File: src/rtl/steer_pkg.sv
// Shared definitions for the steering target selector.
// Assumes: plat_mode values outside the named set fall back to the wide layout.
package steer_pkg;

    typedef enum logic [1:0] {
        PM_GEN1 = 2'd0,
        PM_WIDE = 2'd1,
        PM_HPC  = 2'd2,
        PM_RSVD = 2'd3
    } plat_mode_e;

    // Default DSS-per-group count for a platform layout.
    function automatic int unsigned dflt_dpg(plat_mode_e m);
        case (m)
            PM_GEN1: return 6;
            PM_HPC:  return 8;
            default: return 4;
        endcase
    endfunction

endpackage

File: src/rtl/steer_ffs.sv
// Lowest-set-bit finder.
// Returns the index of the lowest 1 in vec, or 0 with none=1 when vec is empty.
// Assumes: W >= 2.
module steer_ffs #(
    parameter int W = 8,
    localparam int IW = $clog2(W)
) (
    input  logic [W-1:0]  vec,
    output logic [IW-1:0] idx,
    output logic          none
);
    // Scan from the top so that the lowest set bit wins.
    always_comb begin
        idx = '0;
        for (int i = W - 1; i >= 0; i--) begin
            if (vec[i]) idx = IW'(i);
        end
        none = ~|vec;
    end
endmodule

File: src/rtl/steer_div.sv
// Bit-serial restoring divider that resolves one quotient bit per cycle.
// load starts a run; `last` flags the cycle whose edge produces the final
// quo_nxt / rem_nxt, so the caller can register them on that same edge.
// Assumes: divisor is nonzero, N_W >= 2, and load is only asserted when idle.
module steer_div #(
    parameter int N_W = 4,
    parameter int D_W = 4
) (
    input  logic           clk,
    input  logic           rst_n,
    input  logic           load,
    input  logic [N_W-1:0] dividend,
    input  logic [D_W-1:0] divisor,
    output logic           busy,
    output logic           last,
    output logic [N_W-1:0] quo_nxt,
    output logic [D_W-1:0] rem_nxt
);
    localparam int CNT_W = $clog2(N_W + 1);

    logic [N_W-1:0]   quo_q;
    logic [D_W-1:0]   rem_q;
    logic [D_W-1:0]   div_q;
    logic [CNT_W-1:0] cnt_q;
    logic [D_W:0]     rem_sh;
    logic [D_W:0]     rem_full;
    logic             fits;

    // One restoring step: shift in the next dividend bit, subtract if it fits.
    always_comb begin
        rem_sh   = {rem_q, quo_q[N_W-1]};
        fits     = rem_sh >= {1'b0, div_q};
        rem_full = fits ? rem_sh - {1'b0, div_q} : rem_sh;
        rem_nxt  = rem_full[D_W-1:0];
        quo_nxt  = {quo_q[N_W-2:0], fits};
    end

    // Load operands or advance one step per cycle while counting down.
    always_ff @(posedge clk) begin
        if (!rst_n) begin
            quo_q <= '0;
            rem_q <= '0;
            div_q <= '0;
            cnt_q <= '0;
        end else if (load) begin
            quo_q <= dividend;
            rem_q <= '0;
            div_q <= divisor;
            cnt_q <= CNT_W'(N_W);
        end else if (cnt_q != '0) begin
            quo_q <= quo_nxt;
            rem_q <= rem_nxt;
            cnt_q <= cnt_q - 1'b1;
        end
    end

    assign busy = cnt_q != '0;
    assign last = cnt_q == CNT_W'(1);
endmodule

File: src/rtl/steer_target_sel.sv
// Steering target selector: from fuse and presence masks, computes a
// non-terminated group/instance target per replicated-register class.
// Capture happens on an accepted start; every target updates together when
// the DSS divider finishes, marked by a one-cycle done pulse.
// Assumes: DSS_W is a power of two >= 4, and dpg_cfg fits in DIV_W bits.
module steer_target_sel
    import steer_pkg::*;
#(
    parameter int SLICE_W = 4,
    parameter int NODE_W  = 8,
    parameter int DSS_W   = 16,
    parameter int L3F_W   = 8,
    parameter int DIV_W   = 4,
    parameter int TGT_W   = 8
) (
    input  logic               clk,
    input  logic               rst_n,
    input  logic               start,
    input  logic [1:0]         plat_mode,
    input  logic               l3_legacy,
    input  logic [SLICE_W-1:0] slice_en,
    input  logic               l3_bank0_en,
    input  logic [L3F_W-1:0]   l3_fuse,
    input  logic [NODE_W-1:0]  node_en,
    input  logic [DSS_W-1:0]   dss_geom,
    input  logic [DSS_W-1:0]   dss_comp,
    input  logic               dpg_valid,
    input  logic [DIV_W-1:0]   dpg_cfg,
    input  logic               media_vid0,
    input  logic               media_ven0,
    output logic               busy,
    output logic               done,
    output logic               cfg_err,
    output logic [TGT_W-1:0]   mslice_grp,
    output logic [TGT_W-1:0]   lncf_grp,
    output logic [TGT_W-1:0]   l3_grp,
    output logic [TGT_W-1:0]   l3_inst,
    output logic [TGT_W-1:0]   node_grp,
    output logic [TGT_W-1:0]   node_inst,
    output logic [TGT_W-1:0]   dss_grp,
    output logic [TGT_W-1:0]   dss_inst,
    output logic [TGT_W-1:0]   oa_grp
);
    localparam int SIDX_W = $clog2(SLICE_W);
    localparam int NIDX_W = $clog2(NODE_W);
    localparam int DIDX_W = $clog2(DSS_W);
    localparam int LIDX_W = $clog2(L3F_W);

    logic [SIDX_W-1:0] slice_idx;
    logic [NIDX_W-1:0] node_idx;
    logic [DIDX_W-1:0] dss_idx;
    logic [LIDX_W-1:0] l3z_idx;
    logic              slice_none, node_none, dss_none, l3z_none;
    logic [DSS_W-1:0]  dss_any;
    logic [L3F_W-1:0]  l3_fuse_inv;
    logic [DIV_W-1:0]  dpg_sel;
    logic              accept;

    logic [SIDX_W-1:0] slice_idx_q;
    logic [NIDX_W-1:0] node_idx_q;
    logic [LIDX_W-1:0] l3z_idx_q;
    logic              legacy_q, bank0_q, media_q, err_q;

    logic              div_busy, div_last;
    logic [DIDX_W-1:0] div_quo;
    logic [DIV_W-1:0]  div_rem;

    // Combine the two DSS masks and invert the legacy fuses (1 = usable bank).
    always_comb begin
        dss_any     = dss_geom | dss_comp;
        l3_fuse_inv = ~l3_fuse;
        accept      = start & ~div_busy;
        dpg_sel     = (dpg_valid && dpg_cfg != '0) ? dpg_cfg
                    : DIV_W'(dflt_dpg(plat_mode_e'(plat_mode)));
    end

    steer_ffs #(.W(SLICE_W)) u_ffs_slice (.vec(slice_en),    .idx(slice_idx), .none(slice_none));
    steer_ffs #(.W(NODE_W))  u_ffs_node  (.vec(node_en),     .idx(node_idx),  .none(node_none));
    steer_ffs #(.W(DSS_W))   u_ffs_dss   (.vec(dss_any),     .idx(dss_idx),   .none(dss_none));
    steer_ffs #(.W(L3F_W))   u_ffs_l3    (.vec(l3_fuse_inv), .idx(l3z_idx),   .none(l3z_none));

    steer_div #(.N_W(DIDX_W), .D_W(DIV_W)) u_div (
        .clk      (clk),
        .rst_n    (rst_n),
        .load     (accept),
        .dividend (dss_idx),
        .divisor  (dpg_sel),
        .busy     (div_busy),
        .last     (div_last),
        .quo_nxt  (div_quo),
        .rem_nxt  (div_rem)
    );

    // Hold the non-DSS search results from the accepted start until completion.
    always_ff @(posedge clk) begin
        if (!rst_n) begin
            slice_idx_q <= '0;
            node_idx_q  <= '0;
            l3z_idx_q   <= '0;
            legacy_q    <= 1'b0;
            bank0_q     <= 1'b0;
            media_q     <= 1'b0;
            err_q       <= 1'b0;
        end else if (accept) begin
            slice_idx_q <= slice_idx;
            node_idx_q  <= node_idx;
            l3z_idx_q   <= l3z_idx;
            legacy_q    <= l3_legacy;
            bank0_q     <= l3_bank0_en;
            media_q     <= media_vid0 | media_ven0;
            err_q       <= slice_none | node_none | dss_none | (l3_legacy & l3z_none);
        end
    end

    // Publish every target together on the final divider step.
    always_ff @(posedge clk) begin
        if (!rst_n) begin
            done       <= 1'b0;
            cfg_err    <= 1'b0;
            mslice_grp <= '0;
            lncf_grp   <= '0;
            l3_grp     <= '0;
            l3_inst    <= '0;
            node_grp   <= '0;
            node_inst  <= '0;
            dss_grp    <= '0;
            dss_inst   <= '0;
            oa_grp     <= '0;
        end else begin
            done <= div_last;
            if (div_last) begin
                cfg_err    <= err_q;
                mslice_grp <= TGT_W'(slice_idx_q);
                lncf_grp   <= TGT_W'(slice_idx_q) << 1;
                l3_grp     <= legacy_q ? '0 : TGT_W'(slice_idx_q);
                l3_inst    <= legacy_q ? TGT_W'(l3z_idx_q)
                                       : (bank0_q ? TGT_W'(0) : TGT_W'(2));
                node_grp   <= TGT_W'(node_idx_q >> 1);
                node_inst  <= TGT_W'(node_idx_q[0]);
                dss_grp    <= TGT_W'(div_quo);
                dss_inst   <= TGT_W'(div_rem);
                oa_grp     <= media_q ? TGT_W'(0) : TGT_W'(1);
            end
        end
    end

    assign busy = div_busy;
endmodule

File: config.mk
export PLATFORM = sky130hd
export DESIGN_NAME = steer_target_sel
export DESIGN_NICKNAME = d
export VERILOG_FILES = /design/src/rtl/steer_pkg.sv /design/src/rtl/steer_ffs.sv /design/src/rtl/steer_div.sv /design/src/rtl/steer_target_sel.sv
export SDC_FILE = /design/constraint.sdc
export NUM_CORES = 1
export LEC_CHECK = 0
export BUFFER_PORTS_ARGS = -buffer_cell sky130_fd_sc_hd__buf_4
export CORE_MARGIN = 2
export CORE_UTILIZATION = 50
export DETAILED_ROUTE_END_ITERATION = 8
export PLACE_DENSITY = 0.82
export SYNTH_ARGS = -nofsm -noshare
export SYNTH_HDL_FRONTEND = slang
export SYNTH_HIERARCHICAL = 1
export SYNTH_SLANG_ARGS = --single-unit
File: constraint.sdc
create_clock -name clk -period 5.5 [get_ports clk]
set_input_delay 0.55 -clock clk [delete_from_list [all_inputs] [get_ports clk]]
set_output_delay 0.55 -clock clk [all_outputs]
set_load 0.02 [all_outputs]
**Yosys cells after proc, flatten, opt, wreduce, memory -nomap -nowiden**

Cells that the tools add are included.

- Add/sub/neg operators: 2
- Multipliers: 0
- Div/mod/pow operators: 0
- $lt $le $gt $ge: 1
- Eq/ne operators: 2
- Shift operators: 0
- Mux-type cells: 47
- Bitwise gates (word level): 10
- Reductions and logical operators: 14

Operators by type and width:

| operator | number |
|---|---|
| $mux W4 | 20 |
| $mux W3 | 19 |
| $or A16 B16 Y16 | 1 |
| $reduce_or A16 Y1 | 1 |
| $reduce_or A8 Y1 | 2 |
| $mux W2 | 6 |
| $not A8 Y8 | 1 |
| $pmux W4 S2 | 1 |
| $ge A5 B4 Y1 | 1 |
| $logic_not A1 Y1 | 4 |
| $or A1 B1 Y1 | 4 |
| $reduce_bool A4 Y1 | 1 |
| $reduce_or A4 Y1 | 1 |
| $sub A4 B4 Y4 | 1 |
| $eq A3 B1 Y1 const B | 1 |
| $reduce_bool A3 Y1 | 1 |
| $sub A3 B1 Y3 const B | 1 |
| $and A1 B1 Y1 | 2 |
| $eq A2 B2 Y1 const B | 1 |
| $logic_not A2 Y1 | 1 |
| $not A1 Y1 | 2 |
| $reduce_bool A2 Y1 | 1 |
| $reduce_or A2 Y1 | 1 |
| $logic_and A1 B1 Y1 | 1 |
| $mux W1 | 1 |

- Flip-flop bits (word level): 66
- Bits in latches: 0
- Memory bits (writable): 0
- Memory bits (read-only): 0
- Input port bits: 66
- Output and inout bits: 75
- Memories: 0

**Logic depth before layout (Yosys ltp)**

Gate-level depths: netlist (run 1).

- Depth in word-level cells: 18
- Gate-level depth with buffers: 12
- Gate-level depth less buffers: 10

**By module**

Netlist (run 1), hierarchy kept.

By module, submodules not included:

| module | times used | cells each | area each (um^2) |
|---|---|---|---|
| steer_target_sel | 1 | 216 | 1883.1 |
| steer_div | 1 | 105 | 934.6 |
| steer_ffs at u_ffs_dss | 1 | 33 | 185.2 |
| steer_ffs at u_ffs_l3 ... | 2 | 14 | 86.3 |
| steer_ffs at u_ffs_slice | 1 | 6 | 36.3 |

**Worst setup path before layout (run 1)**

No wires, ideal clock.

- Kind: register -> register
- Start point: register u_div.cnt_q[0]
- End point: register u_div.rem_q[3]
- Library setup time: 0.069 ns
- Arrival time: 1.987 ns
- Setup slack: 3.444 ns
- Cell stages (with the launch flop): 13
- Path buffers: 2
- Cells stage by stage: dfxtp_1 > inv_1 > ha_1 > nor2b_1 > buf_2 > inv_2 > nand2b_4 > inv_2 > buf_4 > nor2b_1 > nand2_1 > o21bai_1 > o21ai_1

- Longest elaborated chain between the ends: 4

RTL lines:

| what | RTL line | RTL |
|---|---|---|
| from (decl) | steer_div.sv:24 | `logic [CNT_W-1:0] cnt_q;` |
| from (signal assigned) | steer_div.sv:49 | `cnt_q <= CNT_W'(N_W);` |
| from (signal assigned) | steer_div.sv:53 | `cnt_q <= cnt_q - 1'b1;` |
| $reduce_bool A3 Y1 | steer_div.sv:57 | `assign busy = cnt_q != '0;` |
| named net busy | steer_target_sel.sv:31 | `output logic busy,` |
| $not A1 Y1 | steer_target_sel.sv:72 | `accept = start & ~div_busy;` |
| $and A1 B1 Y1 | steer_target_sel.sv:72 |  |
| named net accept | steer_target_sel.sv:57 | `logic accept;` |
| $reduce_or A2 Y1 (no line) | n/a |  |
| to (signal assigned) | steer_div.sv:52 | `rem_q <= rem_nxt;` |
| to (decl) | steer_div.sv:22 | `logic [D_W-1:0] rem_q;` |

The timed path passes the listed nets, and every way through them passes these cells.
A chain may end at the register's enable or synchronous reset.

**Final worst setup path (run 1)**

- Start point: register u_div.cnt_q[0]
- End point: register u_div.rem_q[3]

- Longest elaborated chain between the ends: 4

RTL lines:

| what | RTL line |
|---|---|
| $reduce_bool A3 Y1 * | steer_div.sv:50, steer_div.sv:57 |
| $not A1 Y1 | steer_target_sel.sv:72 |
| $and A1 B1 Y1 | steer_target_sel.sv:72 |
| $reduce_or A2 Y1 (no line) | n/a |

Every way passes the cells marked *; elsewhere a longest branch is shown, timed or not.

==> results by group, run 1 <==
Placement
  – RePlAce Congestion: 0.778
  – Dpl cell area: 0.00367 sq mm
  – # placed instances: 537
  – Dpl hpwl: 4.99 mm
  – Port Buf Inserts: 89

Floorplanning
  – Row count: 29
  – Die X: 84.1 um
  – Io pins: 141
  – Die area: 0.00708 sq mm
  – Initial Utilization: 51.2%
  – Die H: 84.1 um
  – Core Area: 0.00628 sq mm

CTS
  – Clock transition at the registers of the reported paths: 0.09 ns
  – CTS HTree Levels: 2
  – Hold_buf cts: 0
  – CTS Buffer Depth: 2
  – Num CTS Buffers: 5
  – Sink Count: 48
  – TritonCTS clock tree: built
  – Clock Latency Late Sink: 0.31 ns
  – PostCTS Resize Cnt: 0
  – Setup Fix Bufs, Post-CTS: 0
  – Root buffer cell: clkbuf_8

Worst setup path
  – R2R depth: 10
  – Data arrival, critical path: 2.81 ns
  – Element type at the critical path end: flop
  – Worst R2R Setup Slack: 2.90 ns
  – Crit start category: flop
  – Critical-path cell list: inv_1 > ha_1 > nor2b_1 > inv_2 > nand2b_4 > inv_2 > nor2b_1 > nand2_1 > o21bai_1 > o21ai_1
  – Crit Path Max Fanout: 27
  – Worst path slowest cell: nor2b_1
  – Slowest Stage Delay on Critical Path: 0.55 ns
  – Crit Path Class: flop to flop
  – WP data required: 5.71 ns

Global route
  – Vias in the first global route: 2473
  – Global route overflow: 0
  – Pin count of the biggest net entering global routing: 45
  – Global-route wire length before repair: 10.3 mm
  – GRT Total Usage: 17.3%
  – Initial antenna violation count: 0

Layout
  – Area Growth Syn to Fin: 17.8%
  – Core Util, Final: 60.3%
  – Layout cell share with drive strength beyond 1: 28.6%
  – Antenna cells: 0
  – Leading cell type in the layout, fill and taps excluded: buf_4
  – Fin nets: 541
  – Non-filler instance count after layout: 545
  – Design Area, Final: 0.00378 sq mm
  – Most frequent cells in the layout: 90 x buf_4, 51 x conb_1, 48 x dfxtp_1
  – Fill cells: 556

STA
  – Fmax: 385 MHz
  – Worst-Margin Slew: 0.668 ns
  – RSZ-0062 raised after global routing: false
  – Final setup vio count: 0
  – Hold slack: 0.459 ns
  – Total negative slack: 0 ns
  – Fin crit share: 47.2%
  – Final Hold Fails: 0
  – Final max-slew violation count: 0
  – Post-layout min period: 2.60 ns
  – Clk_skew: 0.00773 ns
  – Worst rel slew slack: 55.4%

Routing
  – First-iteration detailed-routing DRC count: 127
  – First-pass DRT Iterations: 4
  – Vias: 2584
  – Detail Route Antenna Nets: 0
  – Via-to-Cell Ratio: 4.74
  – Final wirelength: 6.28 mm
  – DRC viols: 0
  – Wire per inst: 11.5 um

Yosys
  – Yosys Warn Count: 6
  – Post-Syn Area: 0.00321 sq mm
  – Flops & latches, synth: 48
  – Synthesized area per cell: 8.28 sq um
  – Dominant synthesized flop cell: dfxtp_1
  – Post-synth cell types: 55
  – Post-synth EDFFs: 0
  – Post-Syn Instances: 388
  – Post-synth ARST share: 0%
  – Seq/Total Area, Yosys: 29.9%

Flow run
  – Max_cap viols: 0

Pwr
  – Pwr dens: 344 mW/mm^2
  – VDD IR max: 0.243 mV
  – Leakage: 1.73 nW

Run status
  – Status: complete, no violations

Hold path
  – WHS Path Cells: 2
  – Hold Path Class: flop to flop
[flip-flops by register name, indices dropped and copies added (netlist names), 4 cells and up]
| signal | flops |
|---|---|
| dss_grp | 4 |
| dss_inst | 4 |
| u_div/div_q | 4 |
| u_div/quo_q | 4 |
| u_div/rem_q | 4 |
[worst max-delay path, delay by kind of cell (launching register included)]
kind                     cells  cell delay [ns]
flip-flops                   1             0.32
buffers and inverters        3             0.68
adder cells (fa/ha/maj)      1             0.18
AND/OR/NAND/NOR              4             1.12
AO/OA/AOI/OAI                2             0.19
[kinds of logic (layout without fill, tap and decap cells)]
logic type / after synthesis / count (layout) / synth area share [%]
other: 1 / 51 / 0.117
muxes: 21 / 21 / 6.74
adders and majority gates: 8 / 8 / 3.35
DFF: 48 / 48 / 29.9
buffers and inverters: 93 / 123 / 18.7
and+or+nand+nor: 145 / 145 / 24.8
AOI/OAI and AO/OA: 70 / 70 / 15.9
xor gates and xnor gates: 2 / 2 / 0.545
[layout make-up]
type | instances | area [sq um] | area share, %
flip-flops and latches | 48 | 961 | 25.4
well taps | 77 | 96.3 | 2.55
clock inverters | 3 | 46.3 | 1.22
repair buffers | 90 | 676 | 17.9
inverters | 25 | 93.8 | 2.48
multi-input cells | 297 | 1840 | 48.7
clock buffers | 5 | 68.8 | 1.82
[power by group]
part           switching (W)  internal, W
registers          0.0000429     0.000409
logic               0.000336     0.000254
clock network       0.000123     0.000137
total               0.000502     0.000799
[cells in the mapped netlist, types with 6 or more instances]
library cell,count,area [sq um]
buf_4,58,435
dfxtp_1,48,961
nand2_1,33,124
nor2_1,28,105
inv_1,23,86.3
nor2b_1,21,131
mux2i_1,19,190
a21boi_1,16,120
or2_2,16,100
a21oi_1,15,75.1
and2_1,9,56.3
nand2b_1,9,56.3
nand3_1,8,40.0
ha_1,7,87.6
o21ai_1,7,35.0
o21ai_0,6,30.0
[metal layers]
metal	wire (um)	track usage (%)	vias up
li1	-	-	1336
met1	2700	20.0	1142
met2	3080	32.2	100
met3	433	3.74	6
met4	65	4.40	0
met5	0	0	-
[final timing paths]
check	start	to
max	u_div/cnt_q[0]	u_div/rem_q[3]
min	node_idx_q[1]	node_idx_q[1]
max reg2reg	u_div/cnt_q[0]	u_div/rem_q[3]
min reg2reg	node_idx_q[1]	node_idx_q[1]
[through the flow]
stage                     setup slack, ns  total power, W
after floorplan                      3.44        0.000953
after global placement               3.04         0.00103
after detailed placement             2.93         0.00105
after CTS                            2.91         0.00131
after global routing                 2.64         0.00139
final                                2.90         0.00130
(Power assumes the default switching activity.)
==> inputs of run 2 (changes only) <==
--- a/config.mk
+++ b/config.mk
@@ -7,9 +7,9 @@
 export LEC_CHECK = 0
 export BUFFER_PORTS_ARGS = -buffer_cell sky130_fd_sc_hd__buf_4
 export CORE_MARGIN = 2
-export CORE_UTILIZATION = 50
+export CORE_UTILIZATION = 48
 export DETAILED_ROUTE_END_ITERATION = 8
-export PLACE_DENSITY = 0.82
+export PLACE_DENSITY = 0.79
 export SYNTH_ARGS = -nofsm -noshare
 export SYNTH_HDL_FRONTEND = slang
 export SYNTH_HIERARCHICAL = 1
==> constraint.sdc (replaced) <==
create_clock -name clk -period 2.5 [get_ports clk]
set_input_delay 0.25 -clock clk [delete_from_list [all_inputs] [get_ports clk]]
set_output_delay 0.25 -clock clk [all_outputs]
set_load 0.02 [all_outputs]
==> results by group, run 2 (same netlist as run 1, synthesis figures left out) <==
CTS
  – Clock Latency Late Sink: 0.30 ns
  – Hold_buf cts: 0
  – Sink Count: 48
  – Num CTS Buffers: 5
  – CTS HTree Levels: 2
  – Clock transition at the registers of the reported paths: 0.08 ns
  – CTS Buffer Depth: 2
  – TritonCTS clock tree: built
  – PostCTS Resize Cnt: 0
  – Root buffer cell: clkbuf_8
  – Setup Fix Bufs, Post-CTS: 0

Hold path
  – Min-delay src: l3_bank0_en
  – WHS Path Cells: 3
  – Hold Path Sink: bank0_q
  – Hold Path Class: input port to flop

Placement
  – Dpl cell area: 0.00368 sq mm
  – Port Buf Inserts: 89
  – RePlAce Congestion: 0.846
  – Dpl hpwl: 5.24 mm

Routing
  – DRC viols: 2
  – Vias: 2653
  – Detail Route Antenna Nets: 0
  – First-pass DRT Iterations: 8
  – First-iteration detailed-routing DRC count: 71
  – Wire per inst: 11.8 um
  – Via-to-Cell Ratio: 4.86
  – Final wirelength: 6.42 mm

Layout
  – Design Area, Final: 0.00378 sq mm
  – Area Growth Syn to Fin: 17.6%
  – Core Util, Final: 58.8%
  – Fin nets: 543
  – Fill cells: 569
  – Most frequent cells in the layout: 92 x buf_4, 51 x conb_1, 48 x dfxtp_1
  – Layout cell share with drive strength beyond 1: 28.8%
  – Leading cell type in the layout, fill and taps excluded: buf_4
  – Antenna cells: 0

Global route
  – GRT Total Usage: 17.5%
  – Global route overflow: 0
  – Initial antenna violation count: 0
  – Pin count of the biggest net entering global routing: 45
  – Vias in the first global route: 2365
  – Global-route wire length before repair: 10.5 mm

Pwr
  – Leakage: 1.74 nW
  – Internal power: 0.00172 W
  – Switching power: 0.00108 W
  – VDD IR max: 0.257 mV
  – Switching share of power: 38.5%
  – Combinational Power Share: 47.3%
  – Clock power frac: 17.3%
  – Overall power: 0.00280 W
  – Register share of total power: 35.4%
  – Pwr dens: 742 mW/mm^2

Worst setup path
  – Crit start category: flop
  – Worst r2r src: u_div/cnt_q[0]
  – Data arrival, critical path: 2.29 ns
  – WP data required: 2.73 ns
  – R2R depth: 10
  – Element type at the critical path end: flop
  – Crit Path Max Fanout: 14
  – Worst R2R Setup Slack: 0.44 ns
  – Crit Path Class: flop to flop
  – R2R Path End: u_div/rem_q[3]

STA
  – Post-layout min period: 2.06 ns
  – Final max-slew violation count: 0
  – RSZ-0062 raised after global routing: false
  – Total negative slack: 0 ns
  – Fin crit share: 82.3%
  – Hold slack: 0.204 ns
  – Clk_skew: 0.00430 ns
  – Final setup vio count: 0
  – Final Hold Fails: 0
  – Fmax: 486 MHz

Floorplanning
  – Row count: 29
  – Initial Utilization: 50.0%
  – Die area: 0.00736 sq mm
  – Io pins: 141
  – Die H: 85.8 um
  – Core Area: 0.00642 sq mm
  – Die X: 85.8 um

Run status
  – Violated checks: DRC
  – Status: finished, violations left

Flow run
  – Max_cap viols: 0
run 2: cell count changes in the layout (fill, tap and decap cells not counted), sizes merged:
cell	before	now
buf	90	92
bufinv	1	0
clkbuf	5	7
clkinvlp	1	0
inv	26	25
run 2: power groups by stage:
stage / sequential (W) / combinational, W / clock [W]
after global routing: 0.00101 / 0.00147 / 0.000526
after global placement: 0.00101 / 0.00129 / 0
after detailed placement: 0.00101 / 0.00133 / 0
final: 0.000992 / 0.00133 / 0.000484
after CTS: 0.000992 / 0.00133 / 0.000498
after floorplan: 0.00104 / 0.00105 / 0
run 2: area by class of cell:
cell class	instances	area, sq um	share of cell area, %
clock buffers	7	96.3	2.55
flip-flops and latches	48	961	25.4
well taps	77	96.3	2.55
repair buffers	92	691	18.3
multi-input cells	297	1840	48.7
inverters	25	93.8	2.48
run 2: worst max path at each step:
stage / from / endpoint / slack, ns / cells past startpoint
after floorplan: u_div/cnt_q[0] / u_div/rem_q[3] / 0.44 / 12
after global placement: u_div/cnt_q[0] / u_div/rem_q[3] / 0.55 / 10
after detailed placement: u_div/cnt_q[0] / u_div/rem_q[3] / 0.44 / 10
after CTS: u_div/cnt_q[0] / u_div/rem_q[3] / 0.43 / 10
after global routing: u_div/cnt_q[1] / u_div/rem_q[3] / 0.26 / 10
final: u_div/cnt_q[0] / u_div/rem_q[3] / 0.44 / 10
run 2: per-stage QoR:
step,cells,setup WS [ns]
floorplan,438,0.444
global placement,539,0.554
detailed placement,539,0.436
CTS,546,0.433
global route,546,0.256
finish,546,0.444
run 2: layer usage:
metal / share of wire (%) / global-route usage (%) / up-vias
li1: - / - / 1340
met1: 43 / 21.4 / 1192
met2: 48 / 30.4 / 110
met3: 6.8 / 3.27 / 11
met4: 2.1 / 6.49 / 0
met5: 0 / 0 / -
run 2: worst max-delay path, stage by stage (launching register included):
cell      delay, ns
dfxtp_1        0.34
inv_1          0.08
ha_1           0.22
nor2b_1        0.15
inv_2          0.14
nand2b_4       0.23
inv_2          0.13
nor2b_1        0.29
nand2_1        0.14
o21bai_1       0.17
o21ai_1        0.11
==> inputs of run 3 (changes only) <==
--- a/config.mk
+++ b/config.mk
@@ -5,11 +5,12 @@
 export SDC_FILE = /design/constraint.sdc
 export NUM_CORES = 1
 export LEC_CHECK = 0
+export ABC_AREA = 1
 export BUFFER_PORTS_ARGS = -buffer_cell sky130_fd_sc_hd__buf_4
 export CORE_MARGIN = 2
-export CORE_UTILIZATION = 48
+export CORE_UTILIZATION = 44
 export DETAILED_ROUTE_END_ITERATION = 8
-export PLACE_DENSITY = 0.79
+export PLACE_DENSITY = 0.76
 export SYNTH_ARGS = -nofsm -noshare
 export SYNTH_HDL_FRONTEND = slang
 export SYNTH_HIERARCHICAL = 1
==> constraint.sdc (replaced) <==
create_clock -name clk -period 1.7 [get_ports clk]
set_input_delay 0.17 -clock clk [delete_from_list [all_inputs] [get_ports clk]]
set_output_delay 0.17 -clock clk [all_outputs]
set_load 0.02 [all_outputs]
==> results by group, run 3 <==
Run status
  – Status: complete, no violations

Layout
  – Leading cell type in the layout, fill and taps excluded: buf_4
  – Fin nets: 638
  – Area Growth Syn to Fin: 22.0%
  – Antenna cells: 0
  – Layout cell share with drive strength beyond 1: 30.6%
  – Core Util, Final: 55.1%
  – Most frequent cells in the layout: 97 x buf_4, 71 x nand2_1, 62 x inv_1

Worst setup path
  – Crit Path Class: flop to output port
  – Element type at the critical path end: output port
  – Critical-path cell list: inv_2 > ha_4 > inv_2 > nor2_4 > inv_4 > buf_6 > buf_4
  – Crit start category: flop
  – Crit Path Max Fanout: 17
  – Crit path buf inv count: 5
  – Slowest Stage Delay on Critical Path: 0.38 ns
  – Delay-heaviest family, CP: buffers and inverters
  – WP data required: 1.53 ns
  – Worst path slowest cell: dfxtp_2
  – Data arrival, critical path: 1.45 ns
  – Crit path top cell by count: inv_2

STA
  – Final max-slew violation count: 0
  – Final Hold Fails: 0
  – Hold slack: 0.107 ns
  – RSZ-0062 raised after global routing: false
  – Clk_skew: 0.00541 ns
  – Fmax: 618 MHz
  – Final setup vio count: 0
  – Post-layout min period: 1.62 ns
  – Fin crit share: 95.2%

Floorplanning
  – Row count: 31
  – Die X: 89.8 um
  – Io pins: 141
  – Initial Utilization: 45.2%
  – Die H: 89.8 um
  – Core Area: 0.00718 sq mm
  – Die area: 0.00807 sq mm

CTS
  – Clock transition at the registers of the reported paths: 0.09 ns
  – Hold_buf cts: 0
  – Sink Count: 48
  – Num CTS Buffers: 5
  – Clock Latency Late Sink: 0.30 ns
  – TritonCTS clock tree: built
  – Setup Fix Bufs, Post-CTS: 0
  – CTS Buffer Depth: 2
  – Root buffer cell: clkbuf_8
  – PostCTS Resize Cnt: 0
  – CTS HTree Levels: 2

Hold path
  – Hold Path Class: input port to flop

Yosys
  – Dominant synthesized flop cell: dfxtp_1
  – Commonest cells post-synth: 73 x nand2_1, 68 x inv_1, 61 x buf_4, 61 x nor2_1, 48 x dfxtp_1
  – Seq/Total Area, Yosys: 29.7%
  – Flops & latches, synth: 48
  – Yosys top cell area share: 29.7%
  – Post-synth ARST share: 0%
  – Most common cell in the synthesized netlist: nand2_1
  – Synthesized area per cell: 6.79 sq um
  – Post-synth EDFFs: 0
  – Yosys Warn Count: 6
  – Post-Syn Instances: 477
  – Post-synth cell types: 36
  – Top post-synthesis cells by area: dfxtp_1 30%, buf_4 14%, nand2_1 8.5%
  – Post-Syn Area: 0.00324 sq mm
  – Largest area contributor in the netlist: dfxtp_1

Routing
  – DRC viols: 0
  – Wire per inst: 10.3 um
  – First-pass DRT Iterations: 4
  – First-iteration detailed-routing DRC count: 132
  – Vias: 2993
  – Via-to-Cell Ratio: 4.51
  – Final wirelength: 6.85 mm
  – Detail Route Antenna Nets: 0

Pwr
  – Overall power: 0.00537 W
  – Pwr dens: 1360 mW/mm^2
  – VDD IR max: 0.650 mV
  – Leakage: 2.12 nW

Placement
  – Port Buf Inserts: 89
  – Dpl hpwl: 5.43 mm
  – RePlAce Congestion: 0.787

Flow run
  – Max_cap viols: 0

Global route
  – Global-route wire length before repair: 11.5 mm
  – Global route overflow: 0
  – GRT Total Usage: 16.7%
  – Vias in the first global route: 2780
  – Initial antenna violation count: 0
  – Pin count of the biggest net entering global routing: 33
-- run 3: layer usage --
metal / up-vias / share of wire [%] / GRT usage (%) / wire length (um)
met5: - / 0 / 0 / 0
li1: 1540 / - / - / -
met3: 11 / 6.4 / 3.10 / 436
met2: 105 / 50 / 29.8 / 3430
met4: 0 / 1.7 / 5.38 / 116
met1: 1337 / 42 / 20.3 / 2860
-- run 3: worst reg2reg max path, delay by kind of cell, from the launching register on --
| kind | cells | cell delay [ns] |
|---|---|---|
| flip-flops | 1 | 0.34 |
| adder cells (fa/ha/maj) | 2 | 0.78 |
| buffers and inverters | 2 | 0.08 |
| AND/OR/NAND/NOR | 4 | 0.26 |
-- run 3: area by class of cell --
class | instances | area [sq um]
fillers | 679 | 3220
multi-input cells | 334 | 1720
flip-flops and latches | 48 | 965
repair buffers | 98 | 739
inverters | 77 | 294
well taps | 99 | 124
clock buffers | 5 | 68.8
clock inverters | 3 | 46.3
-- run 3: power breakdown --
part / total, W / internal (W) / leakage [nW] / switching, W
clock: 0.000841 / 0.000443 / 0.0548 / 0.000398
sequential: 0.00168 / 0.00146 / 0.394 / 0.000218
combinational: 0.00284 / 0.00110 / 1.67 / 0.00175
-- run 3: through the flow --
| stage | instance area, sq um | std cells | worst slack [ns] | TNS, ns |
|---|---|---|---|---|
| 2_1_floorplan | 3490 | 527 | -0.0249 | -0.0249 |
| 3_3_place_gp | 3810 | 656 | 0.0626 | 0 |
| 3_5_place_dp | 3810 | 656 | -0.000461 | -0.000461 |
| 4_1_cts | 3920 | 664 | 0.0297 | 0 |
| 5_1_grt | 3950 | 664 | 0.00909 | 0 |
| 6_report | 3950 | 664 | 0.0810 | 0 |
-- run 3: final timing paths --
check	end	start	depth (start not counted)	slack [ns]
setup reg to reg	dss_inst[1]	u_div/quo_q[3]	8	0.14
hold / removal	media_q	media_vid0	3	0.11
hold reg to reg	cfg_err	err_q	2	0.46
setup / recovery	busy	u_div/cnt_q[0]	7	0.08
-- run 3: kinds of logic after synthesis --
logic type,after synthesis,synth area share [%]
AND/OR/NAND/NOR,206,30.6
buffers and inverters,145,24.9
AO/OA/AOI/OAI,68,11.1
flip-flops,48,29.7
adder cells (fa/ha/maj),8,3.32
XOR/XNOR,1,0.270
other,1,0.116
